`config.mk`:
```
export PLATFORM = sky130hd
export DESIGN_NAME = sd_irq_ctrl
export DESIGN_NICKNAME = d
export VERILOG_FILES = /design/src/rtl/sd_irq_pkg.sv /design/src/rtl/sd_irq_stat_bank.sv /design/src/rtl/sd_irq_cfg.sv /design/src/rtl/sd_irq_combine.sv /design/src/rtl/sd_irq_ctrl.sv
export SDC_FILE = /design/constraint.sdc
export NUM_CORES = 1
export LEC_CHECK = 0
export ABC_AREA = 1
export BUFFER_PORTS_ARGS = -buffer_cell sky130_fd_sc_hd__buf_2
export CORE_MARGIN = 2
export CORE_UTILIZATION = 45
export CTS_CLUSTER_DIAMETER = 60
export DETAILED_ROUTE_END_ITERATION = 8
export GPL_TIMING_DRIVEN = 0
export SKIP_CTS_REPAIR_TIMING = 1
export SYNTH_ARGS = -nofsm -noshare
export SYNTH_HDL_FRONTEND = slang
export SYNTH_SLANG_ARGS = --single-unit
```
`constraint.sdc`:
```
create_clock -name clk -period 3.45 [get_ports clk]
set_clock_uncertainty 0.15 [all_clocks]
set_input_delay 0.1725 -clock clk [delete_from_list [all_inputs] [get_ports clk]]
set_output_delay 0.1725 -clock clk [all_outputs]
set_load 0.1 [all_outputs]
```
`src/rtl/sd_irq_pkg.sv`:
```
package sd_irq_pkg;
  localparam int ADDR_NSTAT = 0;
  localparam int ADDR_ESTAT = 1;
  localparam int ADDR_NSEN  = 2;
  localparam int ADDR_ESEN  = 3;
  localparam int ADDR_NIEN  = 4;
  localparam int ADDR_EIEN  = 5;
  localparam int ADDR_MODE  = 6;
endpackage

```
`src/rtl/sd_irq_stat_bank.sv`:
```
module sd_irq_stat_bank #(
  parameter int W = 9
) (
  input  logic         clk,
  input  logic         rst,
  input  logic [W-1:0] evt_i,
  input  logic [W-1:0] sen_i,
  input  logic         clr_we_i,
  input  logic [W-1:0] clr_mask_i,
  output logic [W-1:0] stat_o
);
  for (genvar b = 0; b < W; b++) begin : g_bit
    logic clr_b;
    assign clr_b = clr_we_i & clr_mask_i[b];
    always_ff @(posedge clk) begin
      if (rst)
        stat_o[b] <= 1'b0;
      else
        stat_o[b] <= sen_i[b] & (evt_i[b] | (stat_o[b] & ~clr_b));
    end
  end
endmodule

```
`src/rtl/sd_irq_cfg.sv`:
```
module sd_irq_cfg #(
  parameter int DW = 16,
  parameter int AW = 3
) (
  input  logic          clk,
  input  logic          rst,
  input  logic          wr_i,
  input  logic [AW-1:0] addr_i,
  input  logic [DW-1:0] wdata_i,
  output logic [DW-1:0] nsen_o,
  output logic [DW-1:0] esen_o,
  output logic [DW-1:0] nien_o,
  output logic [DW-1:0] eien_o,
  output logic          chk_en_o
);
  import sd_irq_pkg::*;

  always_ff @(posedge clk) begin
    if (rst) begin
      nsen_o   <= '0;
      esen_o   <= '0;
      nien_o   <= '0;
      eien_o   <= '0;
      chk_en_o <= 1'b0;
    end else if (wr_i) begin
      if (addr_i == AW'(ADDR_NSEN)) nsen_o   <= wdata_i;
      if (addr_i == AW'(ADDR_ESEN)) esen_o   <= wdata_i;
      if (addr_i == AW'(ADDR_NIEN)) nien_o   <= wdata_i;
      if (addr_i == AW'(ADDR_EIEN)) eien_o   <= wdata_i;
      if (addr_i == AW'(ADDR_MODE)) chk_en_o <= wdata_i[0];
    end
  end
endmodule

```
`src/rtl/sd_irq_combine.sv`:
```
module sd_irq_combine #(
  parameter int DW = 16,
  parameter int NW = 9,
  parameter int EW = 10
) (
  input  logic          clk,
  input  logic          rst,
  input  logic [NW-1:0] nstat_i,
  input  logic [EW-1:0] estat_i,
  input  logic [DW-1:0] nsen_i,
  input  logic [DW-1:0] nien_i,
  input  logic [DW-1:0] eien_i,
  output logic [DW-1:0] nview_o,
  output logic [DW-1:0] eview_o,
  output logic          irq_o
);
  localparam int SUM_IDX = DW - 1;
  localparam int GAP_W   = DW - 1 - NW;

  logic err_sum;

  assign err_sum = nsen_i[SUM_IDX] & (|(estat_i & eien_i[EW-1:0]));
  assign nview_o = {err_sum, {GAP_W{1'b0}}, nstat_i};
  assign eview_o = {{(DW-EW){1'b0}}, estat_i};

  always_ff @(posedge clk) begin
    if (rst) irq_o <= 1'b0;
    else     irq_o <= |(nview_o & nien_i);
  end
endmodule

```
`src/rtl/sd_irq_ctrl.sv`:
```
module sd_irq_ctrl #(
  parameter int DW = 16,
  parameter int NW = 9,
  parameter int EW = 10,
  parameter int AW = 3
) (
  input  logic          clk,
  input  logic          rst,
  input  logic          reg_wr_i,
  input  logic          reg_rd_i,
  input  logic [AW-1:0] reg_addr_i,
  input  logic [DW-1:0] reg_wdata_i,
  output logic [DW-1:0] reg_rdata_o,
  input  logic [NW-1:0] norm_evt_i,
  input  logic [EW-1:0] err_evt_i,
  output logic          irq_o
);
  import sd_irq_pkg::*;

  localparam int CARD_IDX = NW - 1;

  logic [DW-1:0] nsen, esen, nien, eien;
  logic          chk_en;
  logic [NW-1:0] norm_q_evt;
  logic [NW-1:0] norm_stat;
  logic [EW-1:0] err_stat;
  logic [DW-1:0] nview, eview;
  logic          nclr_we, eclr_we;
  logic [DW-1:0] rd_mux;

  sd_irq_cfg #(.DW(DW), .AW(AW)) u_cfg (
    .clk(clk), .rst(rst), .wr_i(reg_wr_i), .addr_i(reg_addr_i),
    .wdata_i(reg_wdata_i), .nsen_o(nsen), .esen_o(esen),
    .nien_o(nien), .eien_o(eien), .chk_en_o(chk_en)
  );

  // card interrupt is only seen while checking is enabled
  always_comb begin
    norm_q_evt           = norm_evt_i;
    norm_q_evt[CARD_IDX] = norm_evt_i[CARD_IDX] & chk_en;
  end

  assign nclr_we = reg_wr_i && (reg_addr_i == AW'(ADDR_NSTAT));
  assign eclr_we = reg_wr_i && (reg_addr_i == AW'(ADDR_ESTAT));

  sd_irq_stat_bank #(.W(NW)) u_nbank (
    .clk(clk), .rst(rst), .evt_i(norm_q_evt), .sen_i(nsen[NW-1:0]),
    .clr_we_i(nclr_we), .clr_mask_i(reg_wdata_i[NW-1:0]), .stat_o(norm_stat)
  );

  sd_irq_stat_bank #(.W(EW)) u_ebank (
    .clk(clk), .rst(rst), .evt_i(err_evt_i), .sen_i(esen[EW-1:0]),
    .clr_we_i(eclr_we), .clr_mask_i(reg_wdata_i[EW-1:0]), .stat_o(err_stat)
  );

  sd_irq_combine #(.DW(DW), .NW(NW), .EW(EW)) u_comb (
    .clk(clk), .rst(rst), .nstat_i(norm_stat), .estat_i(err_stat),
    .nsen_i(nsen), .nien_i(nien), .eien_i(eien),
    .nview_o(nview), .eview_o(eview), .irq_o(irq_o)
  );

  always_comb begin
    case (int'(reg_addr_i))
      ADDR_NSTAT: rd_mux = nview;
      ADDR_ESTAT: rd_mux = eview;
      ADDR_NSEN:  rd_mux = nsen;
      ADDR_ESEN:  rd_mux = esen;
      ADDR_NIEN:  rd_mux = nien;
      ADDR_EIEN:  rd_mux = eien;
      ADDR_MODE:  rd_mux = {{(DW-1){1'b0}}, chk_en};
      default:    rd_mux = '0;
    endcase
  end

  always_ff @(posedge clk) begin
    if (rst)           reg_rdata_o <= '0;
    else if (reg_rd_i) reg_rdata_o <= rd_mux;
  end
endmodule

```
Word level (Yosys, flattened, before mapping):

Index checks and enable logic that the tools add are counted.

* register bits: 101
* bits in latches: 0
* RAM bits: 0
* bits in read-only memories: 0
* input port bits: 42
* output and inout port bits: 17
* logic and storage cells: 142
* memories: 0

* add/sub/neg operators: 0
* multiply operators: 0
* divide/modulo/power cells: 0
* order comparisons: 0
* equality and inequality tests: 6
* shifts and indexed selects: 0
* multiplexer cells: 1
* bitwise logic cells: 99
* reductions and logical operators: 10

Operators by type and width (count)
* $pmux W16 S7: 1
* $and A1 B1 Y1: 59
* $not A1 Y1: 19
* $or A1 B1 Y1: 19
* $and A16 B16 Y16: 1
* $reduce_or A16 Y1: 1
* $and A10 B10 Y10: 1
* $reduce_and A2 Y1: 5
* $reduce_or A10 Y1: 1
* $eq A3 B3 Y1 const B: 3
* $eq A3 B2 Y1 const B: 2
* $eq A3 B1 Y1 const B: 1
* $logic_not A3 Y1: 1
* $logic_and A1 B1 Y1: 2

Depth between registers and ports, before layout:

Gate-level depths: netlist of the first run.

* depth after elaboration: 7
* gate-level depth with buffers: 10
* mapped depth without buffers: 9

By module:

A second synthesis of the first run with hierarchy kept.

* cell total of the unflattened synthesis: 870
* area, all modules: 5561.6 sq um

Modules (own cells, without submodules)
* sd_irq_cfg: instances 1, cells each 384, area each 2636.3 sq um, sequential area each 1301.2 sq um
* sd_irq_ctrl: instances 1, cells each 298, area each 1629.1 sq um, sequential area each 320.3 sq um
* sd_irq_stat_bank (u_ebank): instances 1, cells each 62, area each 455.4 sq um, sequential area each 200.2 sq um
* sd_irq_combine: instances 1, cells each 70, area each 429.2 sq um, sequential area each 20.0 sq um
* sd_irq_stat_bank (u_nbank): instances 1, cells each 56, area each 411.6 sq um, sequential area each 180.2 sq um

Worst setup path after synthesis of the first run:

OpenSTA, ideal clock, no wires.

* path kind: reg2reg
* start point: register reg_rdata_o[0] (netlist name)
* end point: register reg_rdata_o[0]
* setup time: 70 ps
* arrival: 1178 ps
* required time: 3230 ps
* slack: 2051 ps
* cell stages (with the launch flop): 3
* clock period less this slack: 1399 ps
* path through: dfxtp_1 -> nand2_1 -> a21oi_1

RTL lines
* end signal, assigned: RTL line sd_irq_ctrl.sv:77 `else if (reg_rd_i) reg_rdata_o <= rd_mux;`
* end, declared: RTL line sd_irq_ctrl.sv:13 `output logic [DW-1:0] reg_rdata_o,`

==> results.py, run 1 <==
metrics = {
    "run_status": {
        "status": "finished, violations left",
        "violations": "negative hold slack",
    },
    "timing": {
        "rsz0062_at_grt": "no",
        "worst_slack_ps": 1954,
        "finalHoldViolations": 4,
        "slew_headroom_pct": 44.75,
        "period_share_pct": 43.36,
        "hold_slack_ps": -2.165,
        "fmaxAchievable_ghz": 0.6685,
        "worst_slew_pin_slew_ps": 822.6,
        "min_period_ps": 1496,
        "setup_viol": 0,
        "tns_ps": 0,
        "drv_slew": 0,
    },
    "clock_tree": {
        "cts_tree": "done",
        "clock_latency_ps": 370,
        "clock-sinks": 101,
        "path_clk_slew_ps": 100,
        "cts_max_path_buffers": 2,
        "numCtsBuffers": 9,
        "cts-root-buf": "clkbuf_8",
        "htreeDepth": 3,
    },
    "logic_synthesis": {
        "synth.ff_latch_count": 101,
        "synth.area.top_cells": "dfxtp_1, nand2_1, a21oi_1",
        "yosys.area.top_type": "dfxtp_1",
        "ys_types": 33,
        "synth-edff-count": 0,
        "ys.flop_type": "dfxtp_1",
        "syn_inst": 614,
        "yosysMostFrequentCell": "nand2_1",
        "yosysTopAreaCellShare_pct": 45.22,
        "yosysWarnings": 0,
        "postSynthAreaPerCell_um2": 7.283,
        "synth_commonest_cells": "nand2_1, dfxtp_1, a21oi_1",
        "syn_area_mm2": 0.004472,
        "ys_seq_area_share_pct": 45.22,
        "synth_nets": 656,
        "async_flop_share_pct": 0,
    },
    "power": {
        "cellInternalPower_mw": 1.697,
        "swShare_pct": 25.14,
        "leakagePower_nw": 2.060,
        "irDropWorstVdd_mv": 0.2211,
        "p_per_area_mw_per_mm2": 416.9,
        "switching_power_mw": 0.5700,
        "pwr-share-clk_pct": 36.3,
        "power_mw": 2.267,
        "combPwrFrac_pct": 10.6,
        "p_seq_share_pct": 53.1,
    },
    "global_route": {
        "first_global_vias": 4004,
        "antenna_found_initial": 0,
        "grt-ovfl-total": 0,
        "grt_pass1_wl_mm": 22.17,
        "grtUsageTotal_pct": 26.53,
        "grt_max_degree": 16,
    },
    "route": {
        "wl_per_cell_um": 16.79,
        "drc": 0,
        "drt_pass1_iterations": 8,
        "via_per_inst": 5.360,
        "drt_iter0_markers": 414,
        "antenna_left": 0,
        "wl_mm": 14.23,
        "vias": 4545,
    },
    "hold_path": {
        "hold_path_depth": 3,
        "worstHoldStart": "reg_wdata_i[4]",
        "hold_end": "u_cfg.nien_o[4]$_SDFFE_PP0P_",
        "worst_hold_path_type": "in2reg",
    },
    "worst_setup_path": {
        "required_ps": 3600,
        "r2r-start": "u_nbank.stat_o[7]$_SDFF_PP0_",
        "reg2reg_slack_ps": 2090,
        "cp_slowest_cell": "dlygate4sd3_1",
        "worstSetupStartpoint": "reg_rd_i",
        "reg2reg_depth": 4,
        "crit_path_start_kind": "primary input",
        "path_cells": "dlygate4sd3_1 > buf_4 > inv_1 > clkbuf_1 > nand2_1 > a21oi_1",
        "crit_buf_inv": 4,
        "critPathTopFamily": "buffers and inverters",
        "crit_fanout": 10,
        "cp_data_arrival_time_ps": 1640,
        "r2r-end": "u_comb.irq_o$_SDFF_PP0_",
        "criticalPathCategory": "in2reg",
        "slowest_delay_ps": 540,
        "end_kind": "flip-flop",
    },
    "finish": {
        "drive_gt1_share_pct": 15.38,
        "design_area_mm2": 0.005438,
        "finalNonFillerCells": 848,
        "nFillCells": 951,
        "area_growth_pct": 21.60,
        "utilization_pct": 55.89,
        "diodes": 0,
        "layout.nets": 753,
    },
    "floorplan": {
        "start_util_pct": 45.96,
        "dieWidth_um": 103.7,
        "die-area_mm2": 0.01075,
        "die_y_um": 103.7,
        "boundaryPins": 59,
        "rows": 36,
        "core_mm2": 0.009729,
    },
    "placement": {
        "placed_area_mm2": 0.004913,
        "numPortBuffers": 55,
        "globalplace.congestion": 0.9063,
        "dpl.hpwl_mm": 9.989,
        "post-place-ws_ps": 1607,
        "dp_cells": 802,
    },
    "flow_run": {
        "cap_viol_max_count": 0,
    },
}
[routing by layer]
| metal | vias up | GRT usage, % | part of all wire, % |
|---|---|---|---|
| met3 | 27 | 6.042 | 7.5 |
| li1 | 2205 | - | - |
| met2 | 183 | 40.68 | 44 |
| met4 | 0 | 8.494 | 2.7 |
| met1 | 2130 | 37.11 | 46 |
| met5 | - | 0 | 0 |
[how the worst max path moves through the flow]
stage	end	slack [ps]	cells after the start
after CTS	reg_rdata_o[5]	1990	1
final	reg_rdata_o[13]$_SDFFE_PP0P_	1950	6
after floorplan	reg_rdata_o[0]$_SDFFE_PP0P_	2050	2
after global placement	u_cfg.esen_o[6]$_SDFFE_PP0P_	1630	6
after detailed placement	u_ebank.stat_o[2]$_SDFF_PP0_	1610	6
after global routing	reg_rdata_o[13]$_SDFFE_PP0P_	1820	6
[final cells by class]
| type | count | area, um^2 | area share (%) |
|---|---|---|---|
| Inverter | 57 | 216.5 | 3.981 |
| Tap cell | 133 | 166.4 | 3.060 |
| Sequential cell | 101 | 2022 | 37.18 |
| Timing Repair Buffer | 86 | 585.6 | 10.77 |
| Clock buffer | 11 | 141.4 | 2.600 |
| Clock inverter | 4 | 72.57 | 1.335 |
| Multi-Input combinational cell | 424 | 2066 | 37.99 |
| Buffer | 32 | 167.7 | 3.083 |
[kinds of logic after synthesis]
logic type / Yosys count / synth area share (%)
AOI/OAI and AO/OA: 130 / 17.63
DFF: 101 / 45.22
and+or+nand+nor: 294 / 28.57
buffers and inverters: 89 / 8.590
[state kept, by name (all words and copies together), names as in the netlist]
name and count:
reg_rdata_o 16, u_cfg.eien_o 16, u_cfg.esen_o 16, u_cfg.nien_o 16, u_cfg.nsen_o 16, u_ebank.stat_o 10, u_nbank.stat_o 9, u_cfg.chk_en_o 1
u_comb.irq_o 1
[worst reg2reg max path, cell delays in order (launching register included)]
cell     delay, ps
dfxtp_1        340
nand2_1         80
nand3_1        120
nor4_1         410
a21oi_1        130
[cell usage in the layout, fill, tap and decap left out, types with 2 or more instances in the layout]
cell type and n:
a211oi_2 9, a21oi_1 70, dfxtp_1 101, nand3b_1 2, nor3_1 19, inv_2 3
nand4_1 5, o21ai_1 2, clkbuf_1 16, clkbuf_8 10, buf_4 8, o22ai_1 2
nor2_1 50, buf_2 63, inv_1 53, a211oi_1 25, dlygate4sd3_1 31, o21ai_0 20
bufinv_16 2, nand3_1 32, nand2_1 173, nand2_2 3
[power groups by stage]
stage	clock, mW	combinational, mW	sequential (mW)
floorplan	0	0.111	1.24
global route	0.890	0.260	1.21
CTS	0.833	0.212	1.20
detailed placement	0	0.211	1.23
global placement	0	0.208	1.23
finish	0.823	0.241	1.20
(Power assumes the default switching activity.)
==> inputs of run 2 (changes only) <==
- PLACE_DENSITY: unset -> 0.67
- clock period: 3.45 -> 1.25 ns (I/O delays scaled with it)
==> results.py, run 2 (synthesis gave the netlist of run 1 again) <==
metrics = {
    "run_status": {
        "status": "finished, violations left",
        "violations": "negative hold slack, negative setup slack",
    },
    "timing": {
        "min_period_ps": 1260,
        "rsz0062_at_grt": "yes",
        "worst_slack_ps": -10.11,
        "fmaxAchievable_ghz": 0.7936,
        "finalHoldViolations": 9,
        "period_share_pct": 100.8,
        "drv_slew": 0,
        "setup_viol": 2,
        "worst_slew_pin_slew_ps": 827.8,
        "hold_slack_ps": -173.4,
        "slew_headroom_pct": 44.82,
    },
    "global_route": {
        "first_global_vias": 4157,
        "grt-ovfl-total": 0,
        "grt_max_degree": 18,
        "antenna_found_initial": 0,
        "grtUsageTotal_pct": 25.99,
        "grt_pass1_wl_mm": 21.80,
    },
    "worst_setup_path": {
        "reg2reg_slack_ps": -10,
        "crit_buf_inv": 0,
        "criticalPathCategory": "reg2reg",
        "required_ps": 1360,
        "slowest_delay_ps": 340,
        "crit_fanout": 3,
        "critPathTopFamily": "simple AND/OR/NAND/NOR gates",
        "end_kind": "flip-flop",
        "cp_slowest_cell": "dfxtp_1",
        "cp_data_arrival_time_ps": 1370,
        "r2r-start": "u_nbank.stat_o[7]$_SDFF_PP0_",
        "reg2reg_depth": 4,
        "r2r-end": "u_comb.irq_o$_SDFF_PP0_",
        "path_cells": "nand2_1 > nand3_1 > nor4_4 > a21oi_1",
        "crit_path_start_kind": "flip-flop",
    },
    "finish": {
        "final_common_cell": "nand2_1",
        "layout.nets": 766,
        "utilization_pct": 58.49,
        "drive_gt1_share_pct": 21.12,
        "nFillCells": 955,
        "area_growth_pct": 27.25,
        "diodes": 0,
        "final_cell_mix": "nand2_1, dfxtp_1, a21oi_1",
    },
    "hold_path": {
        "worst_hold_path_type": "in2reg",
        "hold_path_depth": 3,
        "hold_end": "reg_rdata_o[15]$_SDFFE_PP0P_",
        "worstHoldStart": "reg_rd_i",
    },
    "floorplan": {
        "dieWidth_um": 103.7,
        "start_util_pct": 45.96,
        "die-area_mm2": 0.01075,
        "boundaryPins": 59,
        "die_y_um": 103.7,
        "rows": 36,
        "core_mm2": 0.009729,
    },
    "clock_tree": {
        "cts_max_path_buffers": 2,
        "clock_latency_ps": 390,
        "path_clk_slew_ps": 100,
        "htreeDepth": 3,
        "cts_tree": "done",
        "clock-sinks": 101,
        "numCtsBuffers": 9,
        "cts-root-buf": "clkbuf_8",
    },
    "power": {
        "leakagePower_nw": 2.168,
        "power_mw": 5.991,
        "irDropWorstVdd_mv": 0.4942,
        "p_per_area_mw_per_mm2": 1053,
    },
    "flow_run": {
        "cap_viol_max_count": 0,
    },
    "route": {
        "drc": 0,
        "antenna_left": 0,
        "vias": 4632,
        "drt_iter0_markers": 393,
        "via_per_inst": 5.374,
        "drt_pass1_iterations": 5,
        "wl_per_cell_um": 16.33,
        "wl_mm": 14.08,
    },
    "placement": {
        "globalplace.congestion": 0.9080,
        "numPortBuffers": 55,
        "dpl.hpwl_mm": 9.714,
        "post-place-ws_ps": -431.1,
    },
}
-- run 2: cell count changes in the layout (fill, tap and decap cells not counted), sizes merged --
cell,delta
buf,+3
bufinv,-2
clkbuf,+2
clkinv,+2
dlygate4sd3,+6
inv,+3
-- run 2: how the worst max path moves through the flow --
| stage | startpoint | end | slack [ps] | cells past startpoint |
|---|---|---|---|---|
| 2_1_floorplan | reg_addr_i[2] | u_cfg.esen_o[0]$_SDFFE_PP0P_ | 20 | 7 |
| 3_3_place_gp | reg_wr_i | u_cfg.esen_o[6]$_SDFFE_PP0P_ | -420 | 6 |
| 3_5_place_dp | reg_addr_i[0] | reg_rdata_o[14]$_SDFFE_PP0P_ | -430 | 9 |
| 4_1_cts | reg_rdata_o[7]$_SDFFE_PP0P_ | reg_rdata_o[7] | -120 | 1 |
| 5_1_grt | u_cfg.eien_o[6]$_SDFFE_PP0P_ | reg_rdata_o[6]$_SDFFE_PP0P_ | -90 | 6 |
| 6_report | u_nbank.stat_o[7]$_SDFF_PP0_ | u_comb.irq_o$_SDFF_PP0_ | -10 | 4 |
-- run 2: layout make-up --
cell class / count / area (um^2) / share of cell area, %
Clock inverter: 7 / 48.80 / 0.8575
Inverter: 57 / 219.0 / 3.848
Clock buffer: 9 / 123.9 / 2.177
Sequential cell: 101 / 2048 / 35.99
Multi-Input combinational cell: 424 / 2135 / 37.51
Timing Repair Buffer: 99 / 768.2 / 13.50
Buffer: 32 / 181.4 / 3.188
Tap cell: 133 / 166.4 / 2.924
-- run 2: tightest hold or removal path, stage by stage --
cell	delay [ps]
buf_4	150
nand2_1	70
a21oi_1	50
-- run 2: stage by stage --
stage	std cells	setup TNS [ps]	instance area [um^2]
final	862	-13.08	5690
after detailed placement	802	-33230	4933
after global placement	802	-30680	4933
after global routing	862	-351.5	5690
after CTS	818	-2146	5106
after floorplan	614	0	4492
-- run 2: metal layers --
| layer | track usage [%] | wire, um | vias up | share of wire (%) |
|---|---|---|---|---|
| met4 | 11.29 | 454 | 0 | 3.2 |
| met2 | 41.01 | 6304 | 192 | 45 |
| met3 | 5.538 | 1165 | 31 | 8.3 |
| met5 | 0 | 0 | - | 0 |
| li1 | - | - | 2237 | - |
| met1 | 34.44 | 6152 | 2172 | 44 |
-- run 2: report_power, final --
| group | total, mW | switching [mW] | internal (mW) |
|---|---|---|---|
| logic | 0.709 | 0.447 | 0.262 |
| registers | 3.33 | 0.0369 | 3.29 |
| clock network | 1.96 | 1.22 | 0.736 |
| total | 5.99 | 1.70 | 4.29 |
==> inputs of run 3 (changes only) <==
- PLACE_DENSITY: 0.67 -> 0.66
- SYNTH_HIERARCHICAL: unset -> 1
==> results.py, run 3 <==
metrics = {
    "route": {
        "wl_mm": 19.17,
        "antenna_left": 0,
        "via_per_inst": 5.182,
        "drc": 0,
        "drt_iter0_markers": 592,
        "wl_per_cell_um": 16.52,
        "vias": 6011,
        "drt_pass1_iterations": 5,
    },
    "logic_synthesis": {
        "yosys.area.top_type": "dfxtp_1",
        "synth_commonest_cells": "nand2_1, nor2_1, dfxtp_1",
        "yosysTopAreaCellShare_pct": 36.36,
        "yosysMostFrequentCell": "nand2_1",
        "synth.ff_latch_count": 101,
        "synth.area.top_cells": "dfxtp_1, nand2_1, nor2_1",
        "yosysWarnings": 6,
        "postSynthAreaPerCell_um2": 6.393,
        "synth-edff-count": 0,
        "ys.flop_type": "dfxtp_1",
        "ys_types": 22,
        "ys_seq_area_share_pct": 36.36,
        "async_flop_share_pct": 0,
        "syn_area_mm2": 0.005562,
        "syn_inst": 870,
    },
    "worst_setup_path": {
        "cp_slowest_cell": "dfxtp_2",
        "slowest_delay_ps": 340,
        "end_kind": "flip-flop",
        "cp_data_arrival_time_ps": 1670,
        "crit_path_start_kind": "flip-flop",
        "crit_fanout": 3,
        "path_cells": "nand2_1 > nand2_2 > nor2_4 > nand3_4 > nand2_2 > inv_2 > nand3_2 > nand2_1 > nor2_1 > nand2_1 > nand2_1 > a21oi_2",
        "required_ps": 1330,
        "criticalPathCategory": "reg2reg",
        "cpMostUsedCell": "nand2_1",
    },
    "power": {
        "power_mw": 7.461,
        "leakagePower_nw": 3.259,
        "irDropWorstVdd_mv": 0.9228,
        "p_per_area_mw_per_mm2": 1065,
    },
    "global_route": {
        "grt-ovfl-total": 0,
        "grtUsageTotal_pct": 28.52,
        "grt_max_degree": 16,
        "first_global_vias": 5179,
        "grt_pass1_wl_mm": 28.38,
        "antenna_found_initial": 0,
    },
    "floorplan": {
        "boundaryPins": 59,
        "start_util_pct": 46.11,
        "die_y_um": 115.2,
        "die-area_mm2": 0.01326,
        "dieWidth_um": 115.2,
        "rows": 40,
        "core_mm2": 0.01206,
    },
    "clock_tree": {
        "clock_latency_ps": 360,
        "htreeDepth": 3,
        "numCtsBuffers": 9,
        "cts_max_path_buffers": 2,
        "path_clk_slew_ps": 70,
        "cts-root-buf": "clkbuf_16",
        "clock-sinks": 101,
        "cts_tree": "done",
    },
    "finish": {
        "final_common_cell": "nand2_1",
        "area_growth_pct": 26.01,
        "diodes": 0,
        "drive_gt1_share_pct": 24.90,
        "nFillCells": 1235,
        "layout.nets": 1029,
        "final_cell_mix": "nand2_1, nor2_1, nand3_1",
    },
    "timing": {
        "drv_slew": 0,
        "fmaxAchievable_ghz": 0.6310,
        "slew_headroom_pct": 60.13,
        "rsz0062_at_grt": "yes",
        "worst_slack_ps": -334.7,
        "setup_viol": 3,
        "min_period_ps": 1585,
        "worst_slew_pin_slew_ps": 598.1,
        "period_share_pct": 126.8,
        "finalHoldViolations": 10,
        "hold_slack_ps": -71.56,
    },
    "placement": {
        "numPortBuffers": 57,
        "globalplace.congestion": 0.9362,
        "dpl.hpwl_mm": 13.38,
        "post-place-ws_ps": -541.6,
    },
    "run_status": {
        "status": "finished, violations left",
        "violations": "negative hold slack, negative setup slack",
    },
    "hold_path": {
        "worst_hold_path_type": "in2reg",
    },
    "flow_run": {
        "cap_viol_max_count": 0,
    },
}
[run 3: area by class of cell]
cell class | count | area, um^2 | area share [%]
clock buffers | 13 | 270.3 | 3.856
clock inverters | 3 | 42.54 | 0.6070
multi-input cells | 626 | 2903 | 41.42
plain buffers | 84 | 543.0 | 7.749
repair buffers | 97 | 718.2 | 10.25
inverters | 68 | 255.2 | 3.642
flip-flops and latches | 101 | 2066 | 29.48
well taps | 168 | 210.2 | 2.999
[run 3: power breakdown]
group          internal (mW)  leakage (nW)  switching, mW  total, mW
registers               3.31         0.836         0.0646       3.37
clock network           1.71         0.152           1.25       2.97
logic                  0.376          2.27          0.743       1.12
total                   5.40          3.26           2.06       7.46
[run 3: cell families after synthesis]
kind of cell           count (synthesis)  synth area share [%]
and+or+nand+nor                      560                 43.06
AOI/OAI and AO/OA                     54                 6.254
other                                  1               0.06743
DFF                                  101                 36.36
buffers and inverters                154                 14.26
[run 3: critical path: cells and delay by family, from the launching register on]
kind	cells	cell delay, ps
AO/OA/AOI/OAI	1	60
flip-flops	1	340
buffers and inverters	1	40
AND/OR/NAND/NOR	10	860
[run 3: worst paths after layout]
| kind | slack, ps | cells past startpoint | to | start |
|---|---|---|---|---|
| hold reg to reg | 310 | 2 | reg_rdata_o[8]$_SDFFE_PP0P_ | reg_rdata_o[8]$_SDFFE_PP0P_ |
| setup / recovery | -330 | 12 | reg_rdata_o[15]$_SDFFE_PP0P_ | u_ebank/stat_o[8]$_SDFF_PP0_ |
| hold / removal | -70 | 3 | reg_rdata_o[5]$_SDFFE_PP0P_ | reg_rd_i |
| setup reg to reg | -330 | 12 | reg_rdata_o[15]$_SDFFE_PP0P_ | u_ebank/stat_o[8]$_SDFF_PP0_ |
[run 3: stage by stage]
step                      hold slack [ps]  setup TNS [ps]  util, %  instance area (um^2)  instances
after CTS                          -215.4           -1803    53.37                  6437       1122
final                              -71.56          -480.0    58.10                  7008       1160
after floorplan                    -25.06          -154.6        -                  5629        881
after global routing               -44.07          -898.5    58.10                  7008       1160
after global placement              162.0          -18880    50.78                  6125       1106
after detailed placement            164.0          -19710    50.78                  6125       1106
[run 3: routing by layer]
layer  wire length, um  up-vias  track usage [%]
met5                 0        -                0
met1              8119     2741            37.71
met4               685        0            10.76
met2              8722      256            45.80
met3              1638       49            6.062
li1                  -     2965                -
